[src/rtl/pin_irq_pkg.sv]
package pin_irq_pkg;
  typedef enum logic [2:0] {
    SEL_ENABLE = 3'd0,
    SEL_TYPE0  = 3'd1,
    SEL_TYPE1  = 3'd2,
    SEL_TYPE2  = 3'd3,
    SEL_STATUS = 3'd4
  } reg_sel_e;

  localparam int unsigned SEL_W = 3;
endpackage

[src/rtl/pin_irq_cell.sv]
module pin_irq_cell
  import pin_irq_pkg::*;
(
  input  logic     clk_i,
  input  logic     rst_ni,
  input  logic     strobe_i,
  input  logic     pin_i,
  input  logic     we_i,
  input  reg_sel_e sel_i,
  input  logic     wbit_i,
  output logic     en_o,
  output logic     t0_o,
  output logic     t1_o,
  output logic     t2_o,
  output logic     st_o
);
  logic en_q, t0_q, t1_q, t2_q, st_q, prev_q;
  logic rise, fall, sensed, hit, clr;

  assign rise = pin_i & ~prev_q;
  assign fall = ~pin_i & prev_q;

  always_comb begin
    if (t1_q)      sensed = t0_q ? pin_i : ~pin_i;  // level mode dominates
    else if (t2_q) sensed = rise | fall;
    else           sensed = t0_q ? rise : fall;
  end

  assign hit = strobe_i & en_q & sensed;
  assign clr = we_i & (sel_i == SEL_STATUS) & wbit_i;

  always_ff @(posedge clk_i or negedge rst_ni) begin
    if (!rst_ni) begin
      en_q   <= 1'b0;
      t0_q   <= 1'b0;
      t1_q   <= 1'b0;
      t2_q   <= 1'b0;
      st_q   <= 1'b0;
      prev_q <= 1'b0;
    end else begin
      if (we_i && sel_i == SEL_ENABLE) en_q <= wbit_i;
      if (we_i && sel_i == SEL_TYPE0)  t0_q <= wbit_i;
      if (we_i && sel_i == SEL_TYPE1)  t1_q <= wbit_i;
      if (we_i && sel_i == SEL_TYPE2)  t2_q <= wbit_i;
      if (strobe_i) prev_q <= pin_i;
      st_q <= (st_q & ~clr) | hit;  // new detection wins over clear
    end
  end

  assign en_o = en_q;
  assign t0_o = t0_q;
  assign t1_o = t1_q;
  assign t2_o = t2_q;
  assign st_o = st_q;
endmodule

[src/rtl/pin_irq_bank.sv]
module pin_irq_bank
  import pin_irq_pkg::*;
#(
  parameter int unsigned LANE_W     = 32,
  parameter int unsigned VALID_BITS = 32
) (
  input  logic              clk_i,
  input  logic              rst_ni,
  input  logic              strobe_i,
  input  logic [LANE_W-1:0] pins_i,
  input  logic              we_i,
  input  reg_sel_e          sel_i,
  input  logic [LANE_W-1:0] wdata_i,
  output logic [LANE_W-1:0] rdata_o,
  output logic [LANE_W-1:0] en_o,
  output logic [LANE_W-1:0] st_o
);
  logic [LANE_W-1:0] t0_v, t1_v, t2_v;

  for (genvar i = 0; i < LANE_W; i++) begin : g_bit
    if (i < VALID_BITS) begin : g_pin
      pin_irq_cell i_cell (
        .clk_i    (clk_i),
        .rst_ni   (rst_ni),
        .strobe_i (strobe_i),
        .pin_i    (pins_i[i]),
        .we_i     (we_i),
        .sel_i    (sel_i),
        .wbit_i   (wdata_i[i]),
        .en_o     (en_o[i]),
        .t0_o     (t0_v[i]),
        .t1_o     (t1_v[i]),
        .t2_o     (t2_v[i]),
        .st_o     (st_o[i])
      );
    end else begin : g_absent
      logic unused_bit;
      assign unused_bit = wdata_i[i] ^ pins_i[i];
      assign en_o[i] = 1'b0;
      assign t0_v[i] = 1'b0;
      assign t1_v[i] = 1'b0;
      assign t2_v[i] = 1'b0;
      assign st_o[i] = 1'b0;
    end
  end

  always_comb begin
    unique case (sel_i)
      SEL_ENABLE: rdata_o = en_o;
      SEL_TYPE0:  rdata_o = t0_v;
      SEL_TYPE1:  rdata_o = t1_v;
      SEL_TYPE2:  rdata_o = t2_v;
      SEL_STATUS: rdata_o = st_o;
      default:    rdata_o = '0;
    endcase
  end
endmodule

[src/rtl/pin_irq_ctrl.sv]
module pin_irq_ctrl
  import pin_irq_pkg::*;
#(
  parameter int unsigned NUM_PINS  = 80,
  parameter int unsigned LANE_W    = 32,
  localparam int unsigned NUM_BANKS = (NUM_PINS + LANE_W - 1) / LANE_W,
  localparam int unsigned BANK_W    = (NUM_BANKS > 1) ? $clog2(NUM_BANKS) : 1
) (
  input  logic                clk_i,
  input  logic                rst_ni,
  input  logic [NUM_PINS-1:0] sample_i,
  input  logic                sample_vld_i,
  input  logic                reg_we_i,
  input  logic [BANK_W-1:0]   reg_bank_i,
  input  logic [SEL_W-1:0]    reg_sel_i,
  input  logic [LANE_W-1:0]   reg_wdata_i,
  output logic [LANE_W-1:0]   reg_rdata_o,
  output logic                irq_o
);
  localparam int unsigned TOT_W = NUM_BANKS * LANE_W;

  logic [TOT_W-1:0]  pins_pad;
  logic [TOT_W-1:0]  status_all, enable_all;
  logic [LANE_W-1:0] bank_rdata [NUM_BANKS];
  reg_sel_e          sel;

  assign pins_pad = TOT_W'(sample_i);
  assign sel      = reg_sel_e'(reg_sel_i);

  for (genvar b = 0; b < NUM_BANKS; b++) begin : g_bank
    localparam int unsigned REMAIN = NUM_PINS - b * LANE_W;
    localparam int unsigned VB     = (REMAIN >= LANE_W) ? LANE_W : REMAIN;
    logic bank_we;
    assign bank_we = reg_we_i && (reg_bank_i == BANK_W'(b));

    pin_irq_bank #(
      .LANE_W     (LANE_W),
      .VALID_BITS (VB)
    ) i_bank (
      .clk_i    (clk_i),
      .rst_ni   (rst_ni),
      .strobe_i (sample_vld_i),
      .pins_i   (pins_pad[b*LANE_W +: LANE_W]),
      .we_i     (bank_we),
      .sel_i    (sel),
      .wdata_i  (reg_wdata_i),
      .rdata_o  (bank_rdata[b]),
      .en_o     (enable_all[b*LANE_W +: LANE_W]),
      .st_o     (status_all[b*LANE_W +: LANE_W])
    );
  end

  always_comb begin
    reg_rdata_o = '0;
    for (int b = 0; b < NUM_BANKS; b++) begin
      if (reg_bank_i == BANK_W'(b)) reg_rdata_o = bank_rdata[b];
    end
  end

  assign irq_o = |(status_all & enable_all);
endmodule

[config.mk]
export PLATFORM = sky130hd
export DESIGN_NAME = pin_irq_ctrl
export DESIGN_NICKNAME = d
export VERILOG_FILES = /design/src/rtl/pin_irq_pkg.sv /design/src/rtl/pin_irq_cell.sv /design/src/rtl/pin_irq_bank.sv /design/src/rtl/pin_irq_ctrl.sv
export SDC_FILE = /design/constraint.sdc
export NUM_CORES = 1
export LEC_CHECK = 0
export BUFFER_PORTS_ARGS = -buffer_cell sky130_fd_sc_hd__buf_2
export CORE_MARGIN = 2
export CORE_UTILIZATION = 66
export DETAILED_ROUTE_END_ITERATION = 16
export PLACE_DENSITY = 0.85
export RECOVER_POWER = 100
export SYNTH_ARGS = -nofsm -noshare
export SYNTH_HDL_FRONTEND = slang
export SYNTH_SLANG_ARGS = --single-unit
[constraint.sdc]
create_clock -name clk_i -period 4.7 [get_ports clk_i]
set_input_delay 0.94 -clock clk_i [delete_from_list [all_inputs] [get_ports clk_i]]
set_output_delay 0.94 -clock clk_i [all_outputs]
set_load 0.01 [all_outputs]
==> parameters.txt <==
Parameter                              Value

Run status
  Result of the run ... finished with violations
  Violations in the final reports ... capacitance limit, slew limit

Synth
  Share of the yosys chip area belonging to registers ... 0.4375
  Number of warnings printed during yosys synthesis ... 0
  Post-synth EDFFs ... 0
  Cell count after synthesis ... 2527
  Syn_area_per_cell ... 10.86 um2
  Netlist area before placement ... 27450 um2
  Number of register bits inferred by synthesis ... 480
  Proportion of synthesized flip-flops having asynchronous set or reset ... 1.000
  Number of nets produced by synthesis ... 2808
  Dominant synthesized flop cell ... sky130_fd_sc_hd__dfrtp_1
  Number of distinct library cells after synthesis ... 56

Global route
  Total global routing overflow ... 0
  Overall Global Routing Usage ... 0.3970
  Number of global-route vias before repair ... 22196
  Number of antenna violations at the first check in global routing ... 5
  First-pass GRT wire length ... 131.1 mm
  Maximum number of pins on one net before global-route repair ... 131

Clock network
  H-tree lvl count ... 2
  Total clock buffers created by CTS ... 51
  Resized cells post-CTS ... 0
  Post-CTS clock slew at the launch and capture registers of the worst setup and hold paths ... 60 ps
  Number of clock sinks seen by CTS ... 480
  Maximum buffer depth of the clock tree ... 3
  Clock latency of the later-clocked register in the worst-skew pair ... 600 ps
  Clock tree from TritonCTS ... yes
  Hold Buf Count CTS ... 0
  Total setup buffers inserted after CTS ... 0
  Clock Root Buffer ... sky130_fd_sc_hd__clkbuf_16

Setup path
  Required time at the endpoint of the critical path ... 5180 ps
  Crit path buf inv count ... 3
  Reg2reg start ... g_bank[2].i_bank.g_bit[13].g_pin.i_cell.prev_q
  Cell class contributing the biggest share of worst-path delay ... simple AND/OR/NAND/NOR gates
  Worst setup path startpoint ... reg_bank_i[1]
  Depth of the worst register-to-register path ... 6
  Worst path slowest cell ... sky130_fd_sc_hd__nor3_1
  Kind of critical path ... input port to flop
  Critical-path cell list ... buf_2, clkbuf_1, nor2b_1, nand2_1, nor3_1, clkbuf_2, mux2_2
  Data arrival at the endpoint of the critical path ... 5040 ps
  Slowest Stage Delay on Critical Path ... 1740 ps
  Startpoint types ... input port
  Critical path fanouts, max ... 14
  Worst setup EP type ... flop
  Total stage count of the critical path ... 7

Timing
  RSZ-0062 raised after global routing ... false
  Final slew viol count ... 398
  Final setup viols ... 0
  Post-Route Skew ... 13.91 ps
  FMAX ... 0.2192 GHz
  Total negative slack for setup checks ... 0 ps
  Minimum clock period after layout ... 4561 ps
  Actual transition at the worst max-transition pin ... 3553 ps
  Final critical-path share of the clock period ... 0.9704
  Tightest slew margin relative to the limit ... -1.369
  Final count of hold timing violations ... 0

Detailed routing
  Wire length on met2 ... 37.93 mm
  Vias after detailed routing ... 21950
  Antenna viol nets, final ... 0
  Number of detailed-routing iterations run before antenna repair ... 6
  Ratio of routed vias to standard cells ... 6.853
  DRC violation total after the first TritonRoute iteration ... 2684
  Wire length per cell after detailed routing ... 26.85 um
  Met3 wire length ... 10.19 mm
  Highest Signal Layer ... met5
  Total length of routed wires ... 86.01 mm
  Post-Route M1 WL ... 31.41 mm
  Post-route DRC ... 0

Pwr
  Total power per unit cell area ... 436.5 nW/um2
  Post-layout total power ... 13.13 mW
  Worst vdd ir ... 0.2987 mV
  Reported leakage power ... 13.66 nW

Placed design
  Detail Placement HPWL ... 57.38 mm
  Port bufs ... 153
  Final weighted congestion in routability-driven placement ... 0.9747

Finish
  Area growth from synthesis to layout ... 9.571%
  Final core utilization ... 0.7351
  Number of nets in the finished design ... 2912
  Fraction of final layout cells with drive strength greater than 1 ... 0.2403

Floorplanning
  Initial cell density of the core ... 0.6708
  Placement row count ... 74
  Number of top-level pins ... 154
  Total Die Area ... 43240 um2
  Die Y-Extent ... 208.0 um
  Core region area ... 40920 um2
  Horizontal die dimension ... 208.0 um

Hold path
  Worst hold path cell count ... 1
  Source of the worst hold timing path ... g_bank[0].i_bank.g_bit[2].g_pin.i_cell.st_o
  Worst hold path type ... flop to flop

Flow run
  Number of violations of the max-capacitance limit ... 12
stage by stage:
stage / area, um2 / worst slack (ps) / instances / hold WS (ps)
finish: 30080 / 138.9 / 3203 / 521.6
global route: 30080 / 205.4 / 3202 / 540.8
CTS: 30370 / 635.1 / 3199 / 520.6
detailed placement: 28710 / 643.6 / 3110 / 508.0
global placement: 28710 / 632.2 / 3110 / 500.7
floorplan: 27450 / 1507 / 2527 / 479.3
cell usage after synthesis, drive strengths merged (2+ instances only):
library cell,n,share of area
o21a,7,0.0019
nor3b,3,0.0018
mux2i,44,0.016
a2111oi,4,0.0022
mux4,20,0.016
or2,2,0.00046
clkbuf,61,0.0083
and4,2,0.00064
inv,160,0.022
a22oi,30,0.0082
a2bb2oi,3,0.00096
mux2,410,0.17
a32o,81,0.030
o311ai,2,0.00064
ha,160,0.073
nor3,18,0.0041
a211oi,5,0.0014
nand4,6,0.0014
dfrtp,480,0.44
nand2b,5,0.0011
a22o,17,0.0054
a31oi,2,0.00046
nor2,30,0.0046
o22ai,10,0.0023
nand2,347,0.048
a21oi,40,0.0073
nor2b,4,0.00091
and3,16,0.0036
a311oi,3,0.00096
nand3,7,0.0019
o22a,5,0.0016
buf,98,0.023
xnor2,80,0.026
o21ai,284,0.052
o2bb2ai,14,0.0045
a221oi,55,0.018
a222oi,6,0.0022
per-layer routing:
layer	track usage	vias to the layer above
li1	-	9258
met5	0	-
met2	0.6026	1511
met3	0.1064	451
met4	0.2419	2
met1	0.5115	10728
state kept, by name, indices dropped and copies added (netlist names):
register and flops:
g_bank.i_bank.g_bit.g_pin.i_cell.en_o 80, g_bank.i_bank.g_bit.g_pin.i_cell.prev_q 80, g_bank.i_bank.g_bit.g_pin.i_cell.st_o 80, g_bank.i_bank.g_bit.g_pin.i_cell.t0_o 80, g_bank.i_bank.g_bit.g_pin.i_cell.t1_o 80, g_bank.i_bank.g_bit.g_pin.i_cell.t2_o 80
path summary, 6_finish.rpt:
kind,end,slack (ps)
hold / removal,g_bank[0].i_bank.g_bit[2].g_pin.i_cell.st_o,520
max in group asynchronous,g_bank[0].i_bank.g_bit[1].g_pin.i_cell.t0_o,880
setup / recovery,g_bank[2].i_bank.g_bit[9].g_pin.i_cell.t0_o,140
setup reg to reg,g_bank[2].i_bank.g_bit[13].g_pin.i_cell.st_o,3040
min in group asynchronous,g_bank[0].i_bank.g_bit[15].g_pin.i_cell.prev_q,1530
hold reg to reg,g_bank[0].i_bank.g_bit[2].g_pin.i_cell.st_o,520
where the power goes:
| group | switching, mW | leakage (nW) | total (mW) | internal (mW) |
|---|---|---|---|---|
| sequential | 1.15 | 5.93 | 6.20 | 5.05 |
| combinational | 1.41 | 6.92 | 2.86 | 1.45 |
| clock | 1.69 | 0.822 | 4.08 | 2.39 |
kinds of logic after synthesis:
kind of cell,count (synthesis),synth area share
buffers and inverters,320,0.05337
multiplexers,474,0.2020
XOR/XNOR,80,0.02552
adder cells (fa/ha/maj),160,0.07292
AO/OA/AOI/OAI,572,0.1402
AND/OR/NAND/NOR,441,0.06850
flip-flops,480,0.4375
cells in the final DEF, fill, tap and decap left out, types with 28 or more instances in the layout:
cell type,synthesis,routed
sky130_fd_sc_hd__mux2_1,28,40
sky130_fd_sc_hd__clkbuf_1,61,58
sky130_fd_sc_hd__buf_2,49,123
sky130_fd_sc_hd__nand2_1,346,347
sky130_fd_sc_hd__inv_1,160,160
sky130_fd_sc_hd__a32o_1,81,81
sky130_fd_sc_hd__xnor2_1,80,80
sky130_fd_sc_hd__a221oi_1,55,55
sky130_fd_sc_hd__a21oi_1,40,40
sky130_fd_sc_hd__clkbuf_16,0,53
sky130_fd_sc_hd__mux2i_1,44,44
sky130_fd_sc_hd__o21ai_0,279,283
sky130_fd_sc_hd__mux2_2,372,368
sky130_fd_sc_hd__ha_1,160,160
sky130_fd_sc_hd__nor2_1,24,28
sky130_fd_sc_hd__a22oi_1,30,30
sky130_fd_sc_hd__dfrtp_1,480,480
layout make-up:
class | count | area [um2]
clock inverter | 11 | 130.1
clock buffer | 78 | 1530
sequential | 480 | 12010
multi-input combinational | 1727 | 13900
antenna | 4 | 10.01
timing repair buffer | 210 | 1231
tap | 532 | 665.6
fill | 2793 | 10840
inverter | 161 | 604.3
Power figures use the tool's default switching activity.
